[config.mk]
export PLATFORM = sky130hd
export DESIGN_NAME = cfgport_watchdog
export DESIGN_NICKNAME = d
export VERILOG_FILES = /design/src/rtl/wdog_pkg.sv /design/src/rtl/wdog_keylock.sv /design/src/rtl/wdog_regs.sv /design/src/rtl/wdog_countdown.sv /design/src/rtl/cfgport_watchdog.sv
export SDC_FILE = /design/constraint.sdc
export NUM_CORES = 1
export LEC_CHECK = 0
export BUFFER_PORTS_ARGS = -buffer_cell sky130_fd_sc_hd__clkbuf_2
export CAP_MARGIN = 20
export CELL_PAD_IN_SITES_DETAIL_PLACEMENT = 1
export CELL_PAD_IN_SITES_GLOBAL_PLACEMENT = 1
export CORE_ASPECT_RATIO = 1.4
export CORE_MARGIN = 5
export CORE_UTILIZATION = 45
export DETAILED_ROUTE_END_ITERATION = 16
export PLACE_DENSITY_LB_ADDON = 0.15
export SLEW_MARGIN = 20
export SYNTH_ARGS = -nofsm -noshare
export SYNTH_HDL_FRONTEND = slang
export SYNTH_SLANG_ARGS = --single-unit
[constraint.sdc]
create_clock -name clk -period 5.7 [get_ports clk]
set_input_delay 0.57 -clock clk [delete_from_list [all_inputs] [get_ports clk]]
set_output_delay 0.57 -clock clk [all_outputs]
set_load 0.03 [all_outputs]
[src/rtl/wdog_pkg.sv]
package wdog_pkg;
  localparam int BYTE_W = 8;

  localparam logic [BYTE_W-1:0] KEY_UNLOCK = 8'h87;
  localparam logic [BYTE_W-1:0] KEY_LOCK   = 8'hAA;
  localparam logic [BYTE_W-1:0] IDX_PAGESW = 8'h07;
  localparam logic [BYTE_W-1:0] PAGE_WDOG  = 8'h08;
  localparam logic [BYTE_W-1:0] REG_ENABLE = 8'h30;
  localparam logic [BYTE_W-1:0] REG_UNIT   = 8'hF5;
  localparam logic [BYTE_W-1:0] REG_COUNT  = 8'hF6;
  localparam logic [BYTE_W-1:0] REG_WAKE   = 8'hF7;
  localparam logic [BYTE_W-1:0] RD_IDLE    = 8'hFF;

  localparam int EN_BIT    = 0;
  localparam int UNIT_BIT  = 3;
  localparam int KBD_BIT   = 6;
  localparam int MOUSE_BIT = 7;

  typedef enum logic [1:0] {KL_LOCKED, KL_HALF, KL_OPEN} keystate_t;

  // Saturating decrement of the countdown.
  function automatic logic [BYTE_W-1:0] count_step(input logic [BYTE_W-1:0] c);
    return (c == '0) ? '0 : c - 1'b1;
  endfunction

  // Pick the tick that matches the selected unit.
  function automatic logic unit_tick(input logic unit_min, input logic sec, input logic min);
    return unit_min ? min : sec;
  endfunction
endpackage

[src/rtl/wdog_keylock.sv]
module wdog_keylock
  import wdog_pkg::*;
(
  input  logic              clk,
  input  logic              rst_n,
  input  logic              idx_wr,
  input  logic              dat_wr,
  input  logic [BYTE_W-1:0] wdata,
  output logic              open_o,
  output logic              page_ok_o,
  output logic [BYTE_W-1:0] index_o
);
  keystate_t         st;
  logic [BYTE_W-1:0] idx;
  logic              page;

  always_ff @(posedge clk) begin
    if (!rst_n) begin
      st   <= KL_LOCKED;
      idx  <= '0;
      page <= 1'b0;
    end else begin
      if (idx_wr) begin
        case (st)
          KL_LOCKED: st <= (wdata == KEY_UNLOCK) ? KL_HALF : KL_LOCKED;
          KL_HALF:   st <= (wdata == KEY_UNLOCK) ? KL_OPEN : KL_LOCKED;
          KL_OPEN: begin
            if (wdata == KEY_LOCK) begin
              st   <= KL_LOCKED;
              page <= 1'b0;
              idx  <= '0;
            end else begin
              idx <= wdata;
            end
          end
          default: st <= KL_LOCKED;
        endcase
      end
      if (dat_wr && st == KL_OPEN && idx == IDX_PAGESW)
        page <= (wdata == PAGE_WDOG);
    end
  end

  assign open_o    = (st == KL_OPEN);
  assign page_ok_o = page;
  assign index_o   = idx;

  // open is reachable only through the half-unlocked state
  a_r2_open_via_half: assert property (@(posedge clk) disable iff (!rst_n)
    (st == KL_LOCKED) |=> (st != KL_OPEN));
  // a non-key index write in the half state relocks
  a_r3_break_relocks: assert property (@(posedge clk) disable iff (!rst_n)
    (st == KL_HALF && idx_wr && wdata != KEY_UNLOCK) |=> (st == KL_LOCKED));
  // the lock code closes the session and drops the page
  a_r5_lock_code: assert property (@(posedge clk) disable iff (!rst_n)
    (st == KL_OPEN && idx_wr && wdata == KEY_LOCK) |=> (st == KL_LOCKED && !page));
endmodule

[src/rtl/wdog_regs.sv]
module wdog_regs
  import wdog_pkg::*;
(
  input  logic              clk,
  input  logic              rst_n,
  input  logic              wr_hit,
  input  logic [BYTE_W-1:0] index,
  input  logic [BYTE_W-1:0] wdata,
  output logic              en_o,
  output logic              unit_o,
  output logic              kbd_o,
  output logic              mouse_o,
  output logic              load_o,
  output logic [BYTE_W-1:0] preset_o
);
  always_ff @(posedge clk) begin
    if (!rst_n) begin
      en_o     <= 1'b0;
      unit_o   <= 1'b0;
      kbd_o    <= 1'b0;
      mouse_o  <= 1'b0;
      preset_o <= '0;
    end else if (wr_hit) begin
      case (index)
        REG_ENABLE: en_o <= wdata[EN_BIT];
        REG_UNIT:   unit_o <= wdata[UNIT_BIT];
        REG_COUNT:  preset_o <= wdata;
        REG_WAKE: begin
          kbd_o   <= wdata[KBD_BIT];
          mouse_o <= wdata[MOUSE_BIT];
        end
        default: ;
      endcase
    end
  end

  assign load_o = wr_hit && (index == REG_COUNT);
endmodule

[src/rtl/wdog_countdown.sv]
module wdog_countdown
  import wdog_pkg::*;
(
  input  logic              clk,
  input  logic              rst_n,
  input  logic              en,
  input  logic              unit_min,
  input  logic              sec_tick,
  input  logic              min_tick,
  input  logic              load,
  input  logic [BYTE_W-1:0] load_val,
  input  logic              reload,
  input  logic [BYTE_W-1:0] preset,
  output logic [BYTE_W-1:0] cnt_o,
  output logic              fire_o
);
  logic tick_sel;
  logic step;
  logic expire;

  assign tick_sel = unit_tick(unit_min, sec_tick, min_tick);
  assign step     = en && tick_sel && (cnt_o != '0);
  assign expire   = step && !load && !reload && (cnt_o == 1);

  always_ff @(posedge clk) begin
    if (!rst_n) begin
      cnt_o  <= '0;
      fire_o <= 1'b0;
    end else begin
      if (load)        cnt_o <= load_val;
      else if (reload) cnt_o <= preset;
      else if (step)   cnt_o <= count_step(cnt_o);
      fire_o <= expire;
    end
  end

  // a load places the written byte in the count
  a_r8_load_value: assert property (@(posedge clk) disable iff (!rst_n)
    load |=> (cnt_o == $past(load_val)));
  // the count holds while disabled
  a_r9_hold_when_off: assert property (@(posedge clk) disable iff (!rst_n)
    (!en && !load && !reload) |=> $stable(cnt_o));
  // zero never wraps
  a_r9_no_wrap: assert property (@(posedge clk) disable iff (!rst_n)
    (cnt_o == '0 && !load && !reload) |=> (cnt_o == '0));
  // the pulse lasts one cycle and coincides with a zero count
  a_r10_single_pulse: assert property (@(posedge clk) disable iff (!rst_n)
    fire_o |=> !fire_o);
  a_r10_pulse_at_zero: assert property (@(posedge clk) disable iff (!rst_n)
    fire_o |-> (cnt_o == '0));
endmodule

[src/rtl/cfgport_watchdog.sv]
module cfgport_watchdog
  import wdog_pkg::*;
(
  input  logic              clk,
  input  logic              rst_n,
  input  logic              wr_en,
  input  logic              port_sel,
  input  logic [BYTE_W-1:0] wdata,
  output logic [BYTE_W-1:0] rdata,
  input  logic              sec_tick,
  input  logic              min_tick,
  input  logic              kbd_evt,
  input  logic              mouse_evt,
  output logic              wdt_reset
);
  logic              idx_wr, dat_wr, open, page_ok, access, wr_hit;
  logic [BYTE_W-1:0] index, preset, cnt;
  logic              en, unit_min, kbd_en, mouse_en, load, reload;

  assign idx_wr = wr_en && !port_sel;
  assign dat_wr = wr_en && port_sel;

  wdog_keylock u_keylock (
    .clk(clk), .rst_n(rst_n), .idx_wr(idx_wr), .dat_wr(dat_wr), .wdata(wdata),
    .open_o(open), .page_ok_o(page_ok), .index_o(index)
  );

  assign access = open && page_ok;
  assign wr_hit = dat_wr && access;

  wdog_regs u_regs (
    .clk(clk), .rst_n(rst_n), .wr_hit(wr_hit), .index(index), .wdata(wdata),
    .en_o(en), .unit_o(unit_min), .kbd_o(kbd_en), .mouse_o(mouse_en),
    .load_o(load), .preset_o(preset)
  );

  assign reload = (kbd_evt && kbd_en) || (mouse_evt && mouse_en);

  wdog_countdown u_count (
    .clk(clk), .rst_n(rst_n), .en(en), .unit_min(unit_min),
    .sec_tick(sec_tick), .min_tick(min_tick), .load(load), .load_val(wdata),
    .reload(reload), .preset(preset), .cnt_o(cnt), .fire_o(wdt_reset)
  );

  always_comb begin
    rdata = RD_IDLE;
    if (access) begin
      case (index)
        REG_ENABLE: begin rdata = '0; rdata[EN_BIT] = en; end
        REG_UNIT:   begin rdata = '0; rdata[UNIT_BIT] = unit_min; end
        REG_COUNT:  rdata = cnt;
        REG_WAKE: begin
          rdata = '0;
          rdata[KBD_BIT]   = kbd_en;
          rdata[MOUSE_BIT] = mouse_en;
        end
        default: rdata = RD_IDLE;
      endcase
    end
  end

  // settings are untouched when the page is not reachable
  a_r4_blocked_write: assert property (@(posedge clk) disable iff (!rst_n)
    (dat_wr && !access) |=> $stable({en, unit_min, kbd_en, mouse_en, preset}));
  // the data port reads idle while not open
  a_r2_idle_read: assert property (@(posedge clk) disable iff (!rst_n)
    !open |-> (rdata == RD_IDLE));
endmodule

; ---- Word-level counts from Yosys, hierarchy flattened
; Cells that the tools add are included.
[totals]
ram_bits = 0
ff_bits = 32
out_inout_bits = 9
input_bits = 16
latchBits = 0
wordCells = 71
n_memories = 0
mem_bits_ro = 0
[classes]
n_eq_ne = 12
div_mod_pow = 0
reduce_logical = 32
shifts = 0
add_sub_neg = 1
bitwise_logic = 0
magnitude_cmp = 0
n_mul = 0
n_mux = 16
[ops]
columns = cell, n
row1 = $mux W8, 6
row2 = $eq A8 B8 Y1 const B, 5
row3 = $pmux W8 S4, 1
row4 = $logic_and A1 B1 Y1, 14
row5 = $reduce_and A2 Y1, 6
row6 = $eq A8 B1 Y1 const B, 1
row7 = $eq A8 B3 Y1 const B, 1
row8 = $eq A8 B4 Y1 const B, 1
row9 = $eq A8 B6 Y1 const B, 1
row10 = $logic_not A8 Y1, 1
row11 = $reduce_bool A8 Y1, 1
row12 = $sub A8 B1 Y8 const B, 1
row13 = $mux W1, 6
row14 = $pmux W2 S3, 1
row15 = $reduce_bool A2 Y1, 3
row16 = $mux W2, 2
row17 = $logic_not A1 Y1, 3
row18 = $reduce_and A3 Y1, 1
row19 = $reduce_bool A3 Y1, 1
row20 = $eq A2 B1 Y1 const B, 1
row21 = $eq A2 B2 Y1 const B, 1
row22 = $logic_not A2 Y1, 1
row23 = $ne A2 B1 Y1 const B, 1
row24 = $logic_or A1 B1 Y1, 1

; ---- Logic depth before layout (Yosys ltp)
[logic_depth]
ltp_word = 8
mapped_depth = 8
depth_no_buf = 7

; ---- By module
; Synthesis repeated with hierarchy kept, for this count alone.
[unflattened]
hier_cells = 230
hier_area_um2 = 2047.0
[by_module_without_submodules]
columns = mod, area_each_um2, cells_each, seq_area_each_um2, instances
row1 = wdog_countdown, 763.2, 93, 180.2, 1
row2 = wdog_keylock, 533.0, 53, 220.2, 1
row3 = wdog_regs, 526.8, 54, 240.2, 1
row4 = cfgport_watchdog, 224.0, 30, 0.0, 1

; ---- Worst setup path before layout
; Ideal clock, no wire load.
[synth_timing]
path_type = flip-flop to output port
from = reg u_keylock.idx[1] (netlist: u_keylock.index_o[1])
to = out rdata[0]
path_stages_with_launch = 5
n_path_buf = 0
t_required_ps = 5130
arrival_ps = 1713
setup_slack_ps = 3417
path_cell_list = dfxtp_1 -> or4_1 -> nor4_2 -> o311ai_2 -> a221o_1
[synth_between]
elab_chain_cells = 3
word_cells_on_any_way = 6
cone_classes = eq/ne: 4 / mux: 2
[synth_lines]
columns = element, line
row1 = "start, declared", wdog_keylock.sv:14  ; logic [BYTE_W-1:0] idx;
row2 = "start signal, assigned", wdog_keylock.sv:33  ; idx <= wdata;
row3 = $eq A8 B8 Y1 or $eq A8 B6 Y1 (tied branches), cfgport_watchdog.sv:48  ; case (index)
row4 = $pmux W8 S4 *, cfgport_watchdog.sv:48
row5 = $mux W8 *, cfgport_watchdog.sv:47  ; if (access) begin
row6 = "end, declared", cfgport_watchdog.sv:9  ; output logic [BYTE_W-1:0] rdata,
; Mark *: on every way between the ends. The rest lies on a longest branch, timed or not.

; ---- Final worst setup path
[layout_timing]
from = reg u_keylock.idx[1] (netlist: u_keylock.index_o[1])
to = out rdata[7]
; Same word-level chain as after synthesis.

==> results.txt <==
DPL Wire Length: 4210 um
Layout Nets: 258
Global router's overall resource usage: 0.213
Critical Path End Type: output pin
Number of max-cap violations: 0
Pleak: 0.780 nW
Share of the clock period used by the worst path after layout: 0.506
Total DRC errors in the routed layout: 0
Area of the mapped netlist: 1820 um2
Worst-path maximum fanout: 8
Pin slew with the least headroom to its limit: 0.731 ns
Largest cells by area after synthesis: sky130_fd_sc_hd__dfxtp_1, sky130_fd_sc_hd__nand2_1, sky130_fd_sc_hd__a21boi_0
Synthesis-to-layout area growth: 14.6%
Hold Startpoint: u_regs.preset_o[1]
Synth Flop Type: sky130_fd_sc_hd__dfxtp_1
Average wire length per cell after detail routing: 20.0 um
Post-layout power: 0.000490 W
Cts bufs inserted: 5
Setup skew after layout: 0.00260 ns
Quantity of hold-fixing buffers added after cts: 0
Internal power contribution: 0.000385 W
Diodes inserted: 0
Flip-flop and latch count after synthesis: 32
Max-Slew Margin vs Limit: 0.512
Reg clk slew, reported paths: 0.07 ns
Net load switching power: 0.000105 W
Worst slack at placement: 3.16 ns
Beginning of the worst register-to-register path: u_count.cnt_o[0]
Number of sinks driven by the clock tree: 32
Most instantiated cells after synthesis: sky130_fd_sc_hd__nand2_1, sky130_fd_sc_hd__dfxtp_1, sky130_fd_sc_hd__a21boi_0
Comb power frac: 0.040
Number of failing setup endpoints in the final timing report: 0
DRC marker count from the first detailed-route iteration: 76
Outcome: finished, final reports clean
Post-route setup slack: 2.81 ns
Port Buffers: 24
Worst EP arrival: 2.32 ns
Register share of total power: 0.456
Number of flops mapped to enable cells by yosys: 0
Overall via count from detail_route: 1780
DRT antenna net count: 0
RSZ-0062 raised after global routing: no
Largest net degree at the start of global routing: 36
Overall die area: 5440 um2
Proportion of layout cells with a drive suffix above 1: 0.174
Syn avg cell area: 8.36 um2
Initial core utilization: 0.465
Worst Setup Path Type: flip-flop to output pin
Mapped Nets: 236
Via count normalized by instance count: 6.27
Startpoint type of the worst setup path: flip-flop
Area after DPL: 1960 um2
Leading cell type by number of instances after synthesis: sky130_fd_sc_hd__nand2_1
Multi-input logic area: 1130 um2
Largest area contributor in the synthesized netlist: sky130_fd_sc_hd__dfxtp_1
Maximum level of the CTS H-tree: 2
Clock latency on the worst-skew pair: 0.29 ns
Placer congestion estimate: 0.887
Total congestion overflow after global routing: 0
Area taken by flip-flops and latches: 641 um2
Required time at the endpoint of the critical path: 5.13 ns
Switching Share: 0.214
Post-route core utilization: 0.533
Number of distinct library cell variants in the gate-level netlist after synthesis: 49
Total negative slack for setup checks: 0 ns
Launching element of the worst setup path: u_keylock.index_o[1]
Die boundary width: 63.8 um
Post-CTS sizing: 0
Portion of the post-synthesis area used by sequential elements: 0.351
Number of detailed-routing iterations run before antenna repair: 4
Die Height: 85.3 um
Count of final hold-check violations: 0
Global-route wire length before repair: 9220 um
Max Freq: 347 MHz
Post-CTS Repair Setup Buffers: 0
Count of yosys warnings during synthesis: 0
Maximum VDD drop: 0.167 mV
Clock share of power: 0.504
Area of the placeable core: 3920 um2
Standard-cell rows: 27
Ys async rst share: 0
Top-area cell type share of the netlist area: 0.351
Antenna violations before repair: 0
CTS root buf: sky130_fd_sc_hd__clkbuf_8
# fillers: 503
TritonCTS clock tree: yes
WL final: 5670 um
Maximum buffer depth of the clock tree: 2
Number of instances in the synthesized netlist: 218
Number of slew-limit violations in the final report: 0
Power per Cell Area: 234 nW/um2
Min cycle time layout: 2.89 ns
Hold/Removal Path Class: flip-flop to flip-flop
Top-Level Pins: 25
Final standard cell area without fillers: 2090 um2
Via count of the first global-routing pass: 1891
[cell usage in the layout (no fill, tap or decap), types with 2 or more instances in the layout]
cell,Yosys,final
sky130_fd_sc_hd__or4_1,5,5
sky130_fd_sc_hd__or3_1,2,2
sky130_fd_sc_hd__a32o_1,2,2
sky130_fd_sc_hd__o21a_1,4,4
sky130_fd_sc_hd__nor4_1,4,4
sky130_fd_sc_hd__a21boi_0,19,19
sky130_fd_sc_hd__ha_1,2,2
sky130_fd_sc_hd__a21o_1,5,5
sky130_fd_sc_hd__nor3b_1,2,2
sky130_fd_sc_hd__nor2_1,11,11
sky130_fd_sc_hd__a221o_1,4,4
sky130_fd_sc_hd__mux2i_1,3,3
sky130_fd_sc_hd__clkbuf_2,0,24
sky130_fd_sc_hd__clkbuf_8,0,7
sky130_fd_sc_hd__and2_1,3,3
sky130_fd_sc_hd__nand2_1,44,44
sky130_fd_sc_hd__inv_1,4,4
sky130_fd_sc_hd__or4_4,2,2
sky130_fd_sc_hd__o221ai_1,3,3
sky130_fd_sc_hd__dfxtp_1,32,32
sky130_fd_sc_hd__nand3_1,11,11
sky130_fd_sc_hd__o211a_1,4,4
sky130_fd_sc_hd__o21ai_0,4,4
sky130_fd_sc_hd__o311ai_0,3,3
sky130_fd_sc_hd__o22ai_1,3,3
sky130_fd_sc_hd__nor2b_1,5,5
sky130_fd_sc_hd__nor3_1,4,4
sky130_fd_sc_hd__nand3b_1,2,2
sky130_fd_sc_hd__a22oi_1,2,2
[state kept, by name, summed over array words and instances, names as in the netlist]
signal / flops
u_regs.mouse_o: 1
u_regs.en_o: 1
u_count.fire_o: 1
u_keylock.index_o: 8
u_count.cnt_o: 8
u_regs.unit_o: 1
u_keylock.st: 2
u_regs.preset_o: 8
u_keylock.page_ok_o: 1
u_regs.kbd_o: 1
[worst max-delay path, cell delays in order (launching register included)]
cell,delay (ns)
sky130_fd_sc_hd__dfxtp_1,0.36
sky130_fd_sc_hd__or4_1,0.55
sky130_fd_sc_hd__nor4_2,0.32
sky130_fd_sc_hd__o311ai_2,0.27
sky130_fd_sc_hd__a221o_1,0.34
sky130_fd_sc_hd__clkbuf_2,0.19
[per-stage QoR]
stage | std cells | hold slack [ns]
detailed placement | 276 | 0.466
CTS | 284 | 0.476
global route | 284 | 0.489
finish | 284 | 0.469
global placement | 276 | 0.453
floorplan | 218 | 0.444
[kinds of logic (layout without fill, tap and decap cells)]
family | after synthesis | after routing | synth area share
muxes | 4 | 4 | 0.0226
AOI/OAI and AO/OA | 58 | 58 | 0.261
adders and majority gates | 2 | 2 | 0.0137
buffers and inverters | 14 | 37 | 0.0309
DFF | 32 | 32 | 0.351
and+or+nand+nor | 107 | 107 | 0.316
xor gates and xnor gates | 1 | 1 | 0.00481
[path summary, 6_finish.rpt]
path	to	slack (ns)	cells after the start
max	rdata[7]	2.81	5
min	u_regs.preset_o[1]	0.47	2
max reg2reg	u_count.cnt_o[4]	3.36	7
min reg2reg	u_regs.preset_o[1]	0.47	2
[per-layer routing]
metal  track usage  up-vias  wire [um]  part of all wire
met2         0.403       39       3100              0.55
met4         0.102        0        187             0.033
li1              -      851          -                 -
met5             0        -          0                 0
met3        0.0437       15        169             0.030
met1         0.214      875       2210              0.39
[layout make-up]
class	instances	area share
inverters	4	0.00719
clock inverters	1	0.0144
repair buffers	25	0.0611
clock buffers	7	0.0461
multi-input cells	172	0.539
flip-flops and latches	32	0.307
well taps	43	0.0257
[power groups by stage]
stage	combinational (W)	clock (W)	sequential, W
finish	0.0000197	0.000247	0.000223
global route	0.0000211	0.000259	0.000223
CTS	0.0000197	0.000250	0.000223
detailed placement	0.0000196	0	0.000229
global placement	0.0000189	0	0.000229
floorplan	0.00000738	0	0.000229
(Power assumes the default switching activity.)
